$ cat src/rtl/sdc_pkg.sv
package sdc_pkg;

  // Number of symbols that carry data in a wide beat; empty beyond the
  // symbol count is clamped so at least one symbol always leaves.
  function automatic int unsigned kept_syms(input int unsigned syms,
                                            input int unsigned empty,
                                            input bit          eop);
    int unsigned e;
    if (!eop) return syms;
    e = (empty > syms - 1) ? syms - 1 : empty;
    return syms - e;
  endfunction

endpackage

$ cat src/rtl/sdc_hold.sv
module sdc_hold #(
  parameter int SYM_W   = 64,
  parameter int IN_SYMS = 3,
  parameter int IDX_W   = 2,
  parameter int EMP_W   = 2
) (
  input  logic                     clk,
  input  logic                     rst,
  input  logic                     load,
  input  logic                     advance,
  input  logic [SYM_W*IN_SYMS-1:0] in_data,
  input  logic                     in_sop,
  input  logic                     in_eop,
  input  logic [EMP_W-1:0]         in_empty,
  output logic                     full,
  output logic [IDX_W-1:0]         idx,
  output logic                     last,
  output logic [SYM_W*IN_SYMS-1:0] hold_data,
  output logic                     hold_sop,
  output logic                     hold_eop
);
  import sdc_pkg::*;

  localparam int CNT_W = $clog2(IN_SYMS + 1);

  logic [CNT_W-1:0] cnt;

  assign last = ((CNT_W'(idx) + CNT_W'(1)) == cnt);

  always_ff @(posedge clk) begin
    if (rst) begin
      full     <= 1'b0;
      idx      <= '0;
      cnt      <= '0;
      hold_sop <= 1'b0;
      hold_eop <= 1'b0;
    end else if (load) begin
      hold_data <= in_data;
      hold_sop  <= in_sop;
      hold_eop  <= in_eop;
      cnt       <= CNT_W'(kept_syms(IN_SYMS, int'(in_empty), in_eop));
      idx       <= '0;
      full      <= 1'b1;
    end else if (advance) begin
      if (last) full <= 1'b0;
      else      idx  <= idx + IDX_W'(1);
    end
  end

endmodule

$ cat src/rtl/sdc_pick.sv
module sdc_pick #(
  parameter int SYM_W   = 64,
  parameter int IN_SYMS = 3,
  parameter int IDX_W   = 2
) (
  input  logic [SYM_W*IN_SYMS-1:0] hold_data,
  input  logic                     hold_sop,
  input  logic                     hold_eop,
  input  logic [IDX_W-1:0]         idx,
  input  logic                     last,
  output logic [SYM_W-1:0]         sym,
  output logic                     sym_sop,
  output logic                     sym_eop
);
  logic [SYM_W-1:0] lane [IN_SYMS];

  // lane 0 is the most significant symbol, sent first
  for (genvar g = 0; g < IN_SYMS; g++) begin : g_lane
    assign lane[g] = hold_data[(IN_SYMS-1-g)*SYM_W +: SYM_W];
  end

  always_comb begin
    sym = '0;
    for (int i = 0; i < IN_SYMS; i++) begin
      if (IDX_W'(i) == idx) sym = lane[i];
    end
  end

  assign sym_sop = hold_sop && (idx == '0);
  assign sym_eop = hold_eop && last;

endmodule

$ cat src/rtl/sym_narrow.sv
module sym_narrow #(
  parameter int SYM_W   = 64,
  parameter int IN_SYMS = 3
) (
  input  logic                         clk,
  input  logic                         rst,
  input  logic                         in_valid,
  output logic                         in_ready,
  input  logic [SYM_W*IN_SYMS-1:0]     in_data,
  input  logic                         in_sop,
  input  logic                         in_eop,
  input  logic [$clog2(IN_SYMS)-1:0]   in_empty,
  output logic                         out_valid,
  input  logic                         out_ready,
  output logic [SYM_W-1:0]             out_data,
  output logic                         out_sop,
  output logic                         out_eop,
  output logic [0:0]                   out_empty
);
  localparam int EMP_W = $clog2(IN_SYMS);
  localparam int IDX_W = $clog2(IN_SYMS);

  logic                     full, last, load, advance;
  logic [IDX_W-1:0]         idx;
  logic [SYM_W*IN_SYMS-1:0] hold_data;
  logic                     hold_sop, hold_eop;

  assign advance  = full && out_ready;
  assign in_ready = !full || (out_ready && last);
  assign load     = in_valid && in_ready;

  sdc_hold #(.SYM_W(SYM_W), .IN_SYMS(IN_SYMS), .IDX_W(IDX_W), .EMP_W(EMP_W)) u_hold (
    .clk(clk), .rst(rst), .load(load), .advance(advance),
    .in_data(in_data), .in_sop(in_sop), .in_eop(in_eop), .in_empty(in_empty),
    .full(full), .idx(idx), .last(last),
    .hold_data(hold_data), .hold_sop(hold_sop), .hold_eop(hold_eop)
  );

  sdc_pick #(.SYM_W(SYM_W), .IN_SYMS(IN_SYMS), .IDX_W(IDX_W)) u_pick (
    .hold_data(hold_data), .hold_sop(hold_sop), .hold_eop(hold_eop),
    .idx(idx), .last(last),
    .sym(out_data), .sym_sop(out_sop), .sym_eop(out_eop)
  );

  assign out_valid = full;
  assign out_empty = 1'b0;


  out_hold_chk: assert property (@(posedge clk) disable iff (rst)
    (out_valid && !out_ready) |=> (out_valid && $stable(out_data) &&
                                   $stable(out_sop) && $stable(out_eop)));


  load_shows_chk: assert property (@(posedge clk) disable iff (rst)
    (in_valid && in_ready) |=> out_valid);


  idle_ready_chk: assert property (@(posedge clk) disable iff (rst)
    !out_valid |-> in_ready);


  eop_frees_chk: assert property (@(posedge clk) disable iff (rst)
    (out_valid && out_ready && out_eop) |-> in_ready);


  sop_once_chk: assert property (@(posedge clk) disable iff (rst)
    (out_valid && out_ready && !in_ready) |=> !out_sop);


  rst_clear_chk: assert property (@(posedge clk) disable iff (rst)
    $past(rst) |-> (!out_valid && in_ready));

endmodule

$ cat config.mk
export PLATFORM = sky130hd
export DESIGN_NAME = sym_narrow
export DESIGN_NICKNAME = d
export VERILOG_FILES = /design/src/rtl/sdc_pkg.sv /design/src/rtl/sdc_hold.sv /design/src/rtl/sdc_pick.sv /design/src/rtl/sym_narrow.sv
export SDC_FILE = /design/constraint.sdc
export NUM_CORES = 1
export LEC_CHECK = 0
export BUFFER_PORTS_ARGS = -buffer_cell sky130_fd_sc_hd__buf_2
export CORE_ASPECT_RATIO = 0.6
export CORE_MARGIN = 2
export CORE_UTILIZATION = 46
export CTS_BUF_LIST = sky130_fd_sc_hd__clkbuf_4
export CTS_CLUSTER_SIZE = 8
export DETAILED_ROUTE_END_ITERATION = 12
export PLACE_DENSITY = 0.78
export SYNTH_ARGS = -nofsm -noshare
export SYNTH_HDL_FRONTEND = slang
export SYNTH_SLANG_ARGS = --single-unit
$ cat constraint.sdc
create_clock -name clk -period 11.9 [get_ports clk]
set_clock_uncertainty 0.15 [all_clocks]
set_input_delay 1.785 -clock clk [delete_from_list [all_inputs] [get_ports clk]]
set_output_delay 1.785 -clock clk [all_outputs]
set_load 0.03 [all_outputs]
==> key figures <==
Detailed routing
  • Drt via density: 4.95
  • Pre-Repair DR Iteration Count: 5
  • First-iteration detailed-routing DRC count: 440
  • Residual DRC: 0
  • Via count: 5168
  • WL/cell: 16.6 um
  • Routed WL: 17300 um
  • ANT nets after route: 0

Finish
  • Multi-input gate area: 0.00157 mm^2
  • Synthesis-to-layout area growth: 23.8%
  • Reg area: 0.00591 mm^2
  • Fillers: 1315
  • Layout cells sized above 1: 0.375
  • # nets final: 1022

Clock network
  • CTS root buffer: clkbuf_4
  • Clk pin slew, worst setup/hold paths: 190 ps
  • Hold Buf Count CTS: 0
  • Post-cts repair resize count: 0
  • CTS H-tree lvls: 4
  • Num CTS Buffers: 17
  • Setup Buffers After CTS: 0
  • Worst-Skew Late Latency: 560 ps
  • CTS Buffer Depth: 2
  • CTS tree: built
  • CTS Sinks: 199

Status
  • Status: finished clean

Global route
  • Grt met3 use: 0.0573
  • Vias in the first global route: 4933
  • Total track usage: 0.194
  • Most used routing layer: met2
  • Global route overflow: 0
  • Global-route wire length before repair: 25900 um
  • Initial antenna violation count: 1
  • Met1 Usage GRT: 0.271
  • Met2 Use GR: 0.304
  • Largest net degree at the start of global routing: 99

Floorplan
  • Die Wd: 170 um
  • Core area: 0.0162 mm^2
  • DIE AREA: 0.0176 mm^2
  • Rows: 36
  • DIE HEIGHT: 104 um
  • Initial Utilization: 0.470
  • Top Ports: 269

Power
  • Combinational share of power: 0.134
  • Power share of the sequential group: 0.601
  • Pwr dens: 144 mW/mm^2
  • Psw: 0.391 mW
  • Switching part of the total: 0.288
  • Clock power frac: 0.264
  • Leakage: 3.76 nW
  • Pint: 0.969 mW
  • Worst vdd ir: 70.4 uV

Synth
  • Cell Area, Synth: 0.00761 mm^2
  • Post-synthesis mux area share: 0.00394
  • Post-synth top cells: edfxtp_1 (192), nand2_1 (118), nor2_1 (56)
  • Post-synth EDFFs: 192
  • Main combinational cell family by area after synthesis: simple AND/OR/NAND/NOR gates
  • Post-Synth Adder-Cell Area: 0.00493
  • Top cells by area, synth: edfxtp_1 (76%), nand2_1 (5.8%), a21oi_1 (3.5%), nor2_1 (2.8%), o21ai_1 (2.2%)
  • Yosys cell types: 29
  • Ys flop type: edfxtp_1
  • Cell with the most instances after synthesis: edfxtp_1
  • Share of the synthesized area in the top cell type: 0.757
  • Yosys reg bits: 199
  • Syn avg cell area: 13.5 um^2
  • Syn Nets: 768
  • XOR/XNOR share of the synthesized area: 0.00444
  • Synth Area in Simple Gates: 0.0953
  • Synth warnings: 0
  • Post-synthesis sequential area ratio: 0.776
  • Ys async rst share: 0
  • Mapped Cells: 565
  • Library cell with the largest summed area after synthesis: edfxtp_1
  • Synth Area in Compound Gates: 0.0927

Place
  • DP HPWL: 12000 um
  • Routability cong.: 0.803
  • Input/output buffers: 267
  • Place WS: 7060 ps

STA
  • Final Setup Violations: 0
  • RSZ-0062 raised after global routing: no
  • Tmin final: 4910 ps
  • Setup TNS: 0 ps
  • Peak Freq: 0.204 GHz
  • Final Hold Fails: 0
  • Fin crit share: 0.413
  • Slew @ Worst Pin: 1100 ps
  • Pins Over Slew Limit: 0
  • Slew headroom: 0.263
  • Fin worst setup slack: 6990 ps

Critical path
  • Worst R2R Start: u_hold.idx[0]$_SDFFE_PP0P_
  • CP required: 9970 ps
  • Crit path from: u_hold.idx[0]$_SDFFE_PP0P_
  • Max FO, Critical Path: 76
  • R2R Setup Slk: 7650 ps
  • Critical path endpoint category: output pin
  • Critical path arrival: 2970 ps
  • Critical Path Start Type: flop
  • Worst R2R End: u_hold.hold_data[160]$_DFFE_PP_
  • R2R cell count: 6
  • Critical Path End: out_data[11]
  • Crit Path Category: reg -> out

Min path
  • Hold Crit Class: reg -> reg

Run
  • Max-Cap Viols: 0
[metrics by stage]
stage	cells	instance area, um^2	util	total power, mW	hold slack (ps)
2_1_floorplan	565	7610	-	0.953	302
3_3_place_gp	1009	9120	0.562	1.01	340
3_5_place_dp	1009	9120	0.562	1.02	355
4_1_cts	1041	9420	0.581	1.37	395
5_1_grt	1042	9430	0.581	1.42	426
6_report	1043	9430	0.581	1.36	401
[layout by cell type (no fill, tap or decap), drive strengths merged, types with 6 or more instances in the layout]
cell and n:
buf 272, nand2 118, clkbuf 17, nor2 57
dfxtp 7, clkinv 6, a22oi 12, o21ai 64
a21oi 54, edfxtp 192, inv 9
[layer usage]
layer  up-vias  wire (um)
li1       2542          -
met1      2398       7790
met2       214       7870
met3        14       1470
met4         0        175
met5         -          0
[power by group through the flow]
stage	registers [mW]	logic [mW]	clock network [mW]
2_1_floorplan	0.843	0.110	0
3_3_place_gp	0.833	0.180	0
3_5_place_dp	0.834	0.183	0
4_1_cts	0.818	0.184	0.373
5_1_grt	0.822	0.198	0.399
6_report	0.818	0.183	0.360
[cell type report]
| cell class | count | share of cell area |
|---|---|---|
| Antenna cell | 2 | 0.000531 |
| Clock buffer | 17 | 0.0135 |
| Clock inverter | 15 | 0.0187 |
| Inverter | 2 | 0.000796 |
| Multi-Input combinational cell | 327 | 0.167 |
| Sequential cell | 199 | 0.626 |
| Tap cell | 209 | 0.0277 |
| Timing Repair Buffer | 272 | 0.146 |
[how the worst min path moves through the flow]
stage,start,endpoint,slack (ps),depth (start not counted)
after floorplan,u_hold.hold_sop$_SDFFE_PP0P_,u_hold.hold_sop$_SDFFE_PP0P_,300,2
after global placement,u_hold.hold_eop$_SDFFE_PP0P_,u_hold.hold_eop$_SDFFE_PP0P_,340,2
after detailed placement,u_hold.hold_eop$_SDFFE_PP0P_,u_hold.hold_eop$_SDFFE_PP0P_,360,2
after CTS,u_hold.hold_eop$_SDFFE_PP0P_,u_hold.hold_eop$_SDFFE_PP0P_,400,2
after global routing,u_hold.hold_sop$_SDFFE_PP0P_,u_hold.hold_sop$_SDFFE_PP0P_,430,2
final,u_hold.hold_eop$_SDFFE_PP0P_,u_hold.hold_eop$_SDFFE_PP0P_,400,2
[critical path, stage by stage, from the launching register on]
cell and delay [ps]:
dfxtp_1 520, ha_4 480, buf_4 680, a21oi_1 130
o21ai_0 270, buf_2 260
[sequential cells by signal (all words and copies together) (netlist names)]
register          flops
u_hold.hold_sop       1
u_hold.hold_eop       1
u_hold.hold_data    192
u_hold.idx            2
u_hold.cnt            2
u_hold.full           1
[kinds of logic after synthesis]
family | after synthesis
flip-flops | 199
AND/OR/NAND/NOR | 185
AO/OA/AOI/OAI | 132
buffers and inverters | 39
adder cells (fa/ha/maj) | 3
XOR/XNOR | 3
multiplexers | 3
other | 1
(Power assumes the default switching activity.)
